[src/rtl/dslot_pkg.sv]
package dslot_pkg;
  typedef enum logic [1:0] {
    BK_NONE   = 2'b00,
    BK_PLAIN  = 2'b01,
    BK_CANCEL = 2'b10,
    BK_LIKELY = 2'b11
  } br_kind_e;
endpackage

[src/rtl/dslot_policy.sv]
module dslot_policy
  import dslot_pkg::*;
(
  input  br_kind_e kind_i,
  input  logic     pred_i,
  input  logic     taken_i,
  output logic     is_br_o,
  output logic     redirect_o,
  output logic     kill_o
);
  always_comb begin
    is_br_o    = (kind_i != BK_NONE);
    redirect_o = is_br_o & taken_i;
    unique case (kind_i)
      BK_CANCEL: kill_o = (taken_i != pred_i);
      BK_LIKELY: kill_o = ~taken_i;
      default:   kill_o = 1'b0;
    endcase
  end
endmodule

[src/rtl/dslot_tracker.sv]
module dslot_tracker (
  input  logic clk_i,
  input  logic rst_ni,
  input  logic adv_i,
  input  logic open_i,
  input  logic kill_i,
  output logic in_slot_o,
  output logic kill_o
);
  logic in_slot_q, kill_q;

  always_ff @(posedge clk_i or negedge rst_ni) begin
    if (!rst_ni) begin
      in_slot_q <= 1'b0;
      kill_q    <= 1'b0;
    end else if (adv_i) begin
      in_slot_q <= open_i;
      kill_q    <= open_i & kill_i;
    end
  end

  assign in_slot_o = in_slot_q;
  assign kill_o    = kill_q;


  hold_on_bubble_chk: assert property (@(posedge clk_i) disable iff (!rst_ni)
    !adv_i |=> $stable(in_slot_q) && $stable(kill_q));

  slot_opens_chk: assert property (@(posedge clk_i) disable iff (!rst_ni)
    (adv_i && open_i) |=> in_slot_q);

  slot_consumed_chk: assert property (@(posedge clk_i) disable iff (!rst_ni)
    (adv_i && in_slot_q && !open_i) |=> !in_slot_q);
endmodule

[src/rtl/dslot_ctrl.sv]
module dslot_ctrl
  import dslot_pkg::*;
(
  input  logic       clk_i,
  input  logic       rst_ni,
  input  logic       dec_valid_i,
  input  logic [1:0] br_kind_i,
  input  logic       pred_taken_i,
  input  logic       br_taken_i,
  output logic       pc_sel_o,
  output logic       slot_o,
  output logic       nullify_o,
  output logic       exec_valid_o,
  output logic       illegal_o
);
  logic is_br, redirect, kill_now;
  logic in_slot, kill_slot, legal_br;

  dslot_policy u_policy (
    .kind_i    (br_kind_e'(br_kind_i)),
    .pred_i    (pred_taken_i),
    .taken_i   (br_taken_i),
    .is_br_o   (is_br),
    .redirect_o(redirect),
    .kill_o    (kill_now)
  );

  // a branch sitting in a slot is dropped: no redirect, no new slot
  assign legal_br = dec_valid_i & is_br & ~in_slot;

  dslot_tracker u_track (
    .clk_i    (clk_i),
    .rst_ni   (rst_ni),
    .adv_i    (dec_valid_i),
    .open_i   (is_br & ~in_slot),
    .kill_i   (kill_now),
    .in_slot_o(in_slot),
    .kill_o   (kill_slot)
  );

  assign pc_sel_o     = legal_br & redirect;
  assign slot_o       = in_slot;
  assign nullify_o    = dec_valid_i & in_slot & kill_slot;
  assign exec_valid_o = dec_valid_i & ~nullify_o;
  assign illegal_o    = dec_valid_i & in_slot & is_br;


  illegal_no_redirect_chk: assert property (@(posedge clk_i) disable iff (!rst_ni)
    illegal_o |-> !pc_sel_o);

  illegal_no_slot_chk: assert property (@(posedge clk_i) disable iff (!rst_ni)
    illegal_o |=> !slot_o);

  nullify_drops_chk: assert property (@(posedge clk_i) disable iff (!rst_ni)
    nullify_o |-> !exec_valid_o);

  plain_runs_chk: assert property (@(posedge clk_i) disable iff (!rst_ni)
    (dec_valid_i && !slot_o && br_kind_i == 2'b01) |=> !kill_slot);

  likely_untaken_chk: assert property (@(posedge clk_i) disable iff (!rst_ni)
    (dec_valid_i && !slot_o && br_kind_i == 2'b11 && !br_taken_i) |=> kill_slot);
endmodule

[config.mk]
export PLATFORM = sky130hd
export DESIGN_NAME = dslot_ctrl
export DESIGN_NICKNAME = d
export VERILOG_FILES = /design/src/rtl/dslot_pkg.sv /design/src/rtl/dslot_policy.sv /design/src/rtl/dslot_tracker.sv /design/src/rtl/dslot_ctrl.sv
export SDC_FILE = /design/constraint.sdc
export NUM_CORES = 1
export LEC_CHECK = 0
export CAP_MARGIN = 20
export CORE_AREA = 10 10 47 49
export CTS_CLUSTER_SIZE = 20
export DETAILED_ROUTE_END_ITERATION = 8
export DIE_AREA = 0 0 57 59
export HOLD_SLACK_MARGIN = 0.03
export PLACE_DENSITY = 0.42
export RECOVER_POWER = 50
export SKIP_LAST_GASP = 1
export SYNTH_ARGS = -nofsm -noshare
export SYNTH_HDL_FRONTEND = slang
export SYNTH_HIERARCHICAL = 1
export SYNTH_SLANG_ARGS = --single-unit
[constraint.sdc]
create_clock -name clk_i -period 1 [get_ports clk_i]
set_input_delay 0.2 -clock clk_i [delete_from_list [all_inputs] [get_ports clk_i]]
set_output_delay 0.2 -clock clk_i [all_outputs]
set_load 0.1 [all_outputs]
==> out/qor.yml <==
critical_path:
  worstSetupPathType: "register to output pin"
  rr_startpoint: "u_track/in_slot_o$_DFFE_PN0P_"
  slowest_stage: "dfrtp_4"
  crit_path_max_incr_delay_ns: 0.48
  crit_cells: 2
  crit_chain: "and4b_4 -> buf_12"
  r2r-end: "u_track/in_slot_o$_DFFE_PN0P_"
  crit_start: "u_track/in_slot_o$_DFFE_PN0P_"
  rrSetupSlack_ns: -0.03
  path_delay_family: "flip-flops"
  cp-start-kind: "register"
  cp-endpoint: "pc_sel_o"
  required_ns: 0.80
  r2r_cells: 2
  cp-end-kind: "output pin"
  cp_max_fo: 3
  worstPathArrival_ns: 1.23
  timing.critical_path.buf_inv: 1
yosys:
  synth.distinct_cells: 13
  avgSynthCellArea_um2: 9.23
  synthTopCellsByArea: "dfrtp_1 34%, and3_2 10%, mux2_4 10%"
  yosysTopAreaCell: "dfrtp_1"
  syn_area_um2: 148
  yosys_warnings: 6
  ys_seq_elements: 2
  syn_inst: 16
  synth_top_area_share_pct: 33.9
  ys_seq_area_share_pct: 33.9
  synth_fp_nets: 23
floorplan:
  ios: 12
  rows: 14
  start_util_pct: 10.5
  fp.dieH_um: 59
  dieArea_um2: 3360
  die_w_um: 57
  coreArea_um2: 1400
clock_network:
  cts_tree: "built"
  path_clk_slew_ns: 0.04
  clk_latency_ns: 0.23
  cts_max_path_buffers: 2
  numCtsBuffers: 3
  h-tree-depth: 1
  holdBufCountCts: 0
  cts.sinks: 2
  root_buffer: "clkbuf_4"
pwr:
  ir_drop_mv: 0.866
  seqPwrFrac_pct: 15.2
  power.switching_uw: 355
  swShare_pct: 43.7
  pwr-share-comb_pct: 59.4
  internal_power_uw: 458
  finalPower_uw: 813
  powerDensity_nw_per_um2: 1940
  p_clk_share_pct: 25.5
  p_leak_nw: 0.187
detailed_routing:
  routed_wl_um: 647
  drc: 0
  drtPass1Iterations: 2
  vias_per_cell: 4.12
  wl_per_cell_um: 12.7
  route.met2.wl_um: 268
  top_layer: "met4"
  drt_iter0_markers: 2
  route.met3.wl_um: 68
  ant_nets: 0
  via_count: 210
  drt-met1-wl_um: 295
layout:
  areaGrowthSynthToFinish_pct: 184
  fill_cells: 164
  nNetsFinal: 43
  diodes: 0
  fin_cells: 51
  final_common_cell: "buf_12"
  drive_above_1_share_pct: 57.1
  stdcell_area_um2: 419
  final_cell_mix: "5 x buf_12, 3 x clkbuf_4, 3 x dlygate4sd2_1, 3 x buf_4, 2 x and3_4"
run:
  cap_violations: 0
sta:
  fin_skew_ns: 0.00592
  rsz0062_at_grt: "true"
  fmax_mhz: 697
  period_minus_slack_ns: 1.43
  final_hold_viol_count: 0
  worst_slack_ns: -0.434
  maxSlewViolCount: 0
  fin_crit_sh_pct: 143
  setup_viol: 7
  max_slew.worst_pin.slew_ns: 0.279
  slew-limit-headroom_pct: 81.4
outcome:
  failed_checks: "negative setup slack"
  status: "complete, but fails checks"
hold_path:
  hold_class: "input pin to asynchronous set/reset pin"
global_route:
  grt_pass1_wl_mm: 1.08
  grt_use_total_pct: 4.40
  overflow: 0
  antenna_found_initial: 0
  grt_pass1_vias: 221
  grt_start_max_net_pins: 8
placement:
  gp_congestion: 0.672
  place_inst: 47
  io_buffers: 11
  dpl_cell_area_um2: 384
  pre_cts_ws_ns: -0.609
  place_hpwl_um: 520
==> how the worst min path moves through the flow <==
stage | from | end | slack, ns | cells past startpoint
after floorplan | rst_ni | u_track/kill_o$_DFFE_PN0P_ | -0.1 | 0
after global placement | rst_ni | u_track/kill_o$_DFFE_PN0P_ | 0.38 | 1
after detailed placement | rst_ni | u_track/kill_o$_DFFE_PN0P_ | 0.38 | 1
after CTS | rst_ni | u_track/in_slot_o$_DFFE_PN0P_ | 0.12 | 1
after global routing | rst_ni | u_track/in_slot_o$_DFFE_PN0P_ | 0.20 | 1
final | rst_ni | u_track/in_slot_o$_DFFE_PN0P_ | 0.20 | 1
==> power groups by stage <==
stage | logic [mW] | clock network, mW | registers, mW
final | 0.482 | 0.207 | 0.123
after global routing | 0.502 | 0.230 | 0.126
after CTS | 0.477 | 0.222 | 0.123
after detailed placement | 0.476 | 0 | 0.123
after global placement | 0.473 | 0 | 0.124
after floorplan | 0.167 | 0 | 0.224
==> final cells by class <==
type	count	area (um2)	share of cell area (%)
well taps	16	20.0	4.78
inverters	1	3.75	0.896
repair buffers	15	191	45.7
clock buffers	4	26.3	6.27
flip-flops and latches	2	53.8	12.8
multi-input cells	13	124	29.6
==> synth_stat cells (all sizes together) <==
library cell	number
dfrtp	2
and3	3
o21ai	2
inv	1
nand3	1
a21boi	1
or2	1
and4b	1
and2	1
mux2	1
nor2b	1
or3	1
==> routing by layer <==
layer,vias to the layer above,track usage (%)
li1,95,-
met3,2,3.65
met5,-,0
met4,0,4.03
met1,99,4.37
met2,14,5.58
==> logic make-up (layout without fill, tap and decap cells) <==
logic type | after synthesis | count (layout) | share of synthesized area (%)
AOI/OAI and AO/OA | 3 | 3 | 11.9
buffers and inverters | 1 | 20 | 2.54
DFF | 2 | 2 | 33.9
muxes | 1 | 1 | 10.2
and+or+nand+nor | 9 | 9 | 41.5
==> through the flow <==
stage / hold slack (ns) / utilization, % / TNS, ns
after floorplan: -0.0956 / - / -1.57
after CTS: 0.124 / 29.6 / -1.98
final: 0.199 / 29.9 / -1.95
after global placement: 0.376 / 27.4 / -3.00
after detailed placement: 0.376 / 27.4 / -3.13
after global routing: 0.196 / 29.9 / -2.20
==> repair_timing <==
item	4_1_cts	5_1_grt
setup buffers	0	0
endpoints found under the setup margin	7	7
pin swaps	6	0
cloned	0	0
gates resized for setup	10	1
==> registers in the layout, summed over array words and instances, names as in the netlist <==
signal	cells
u_track/in_slot_o	1
u_track/kill_o	1
Note: power is estimated with default switching activity, not from simulation.
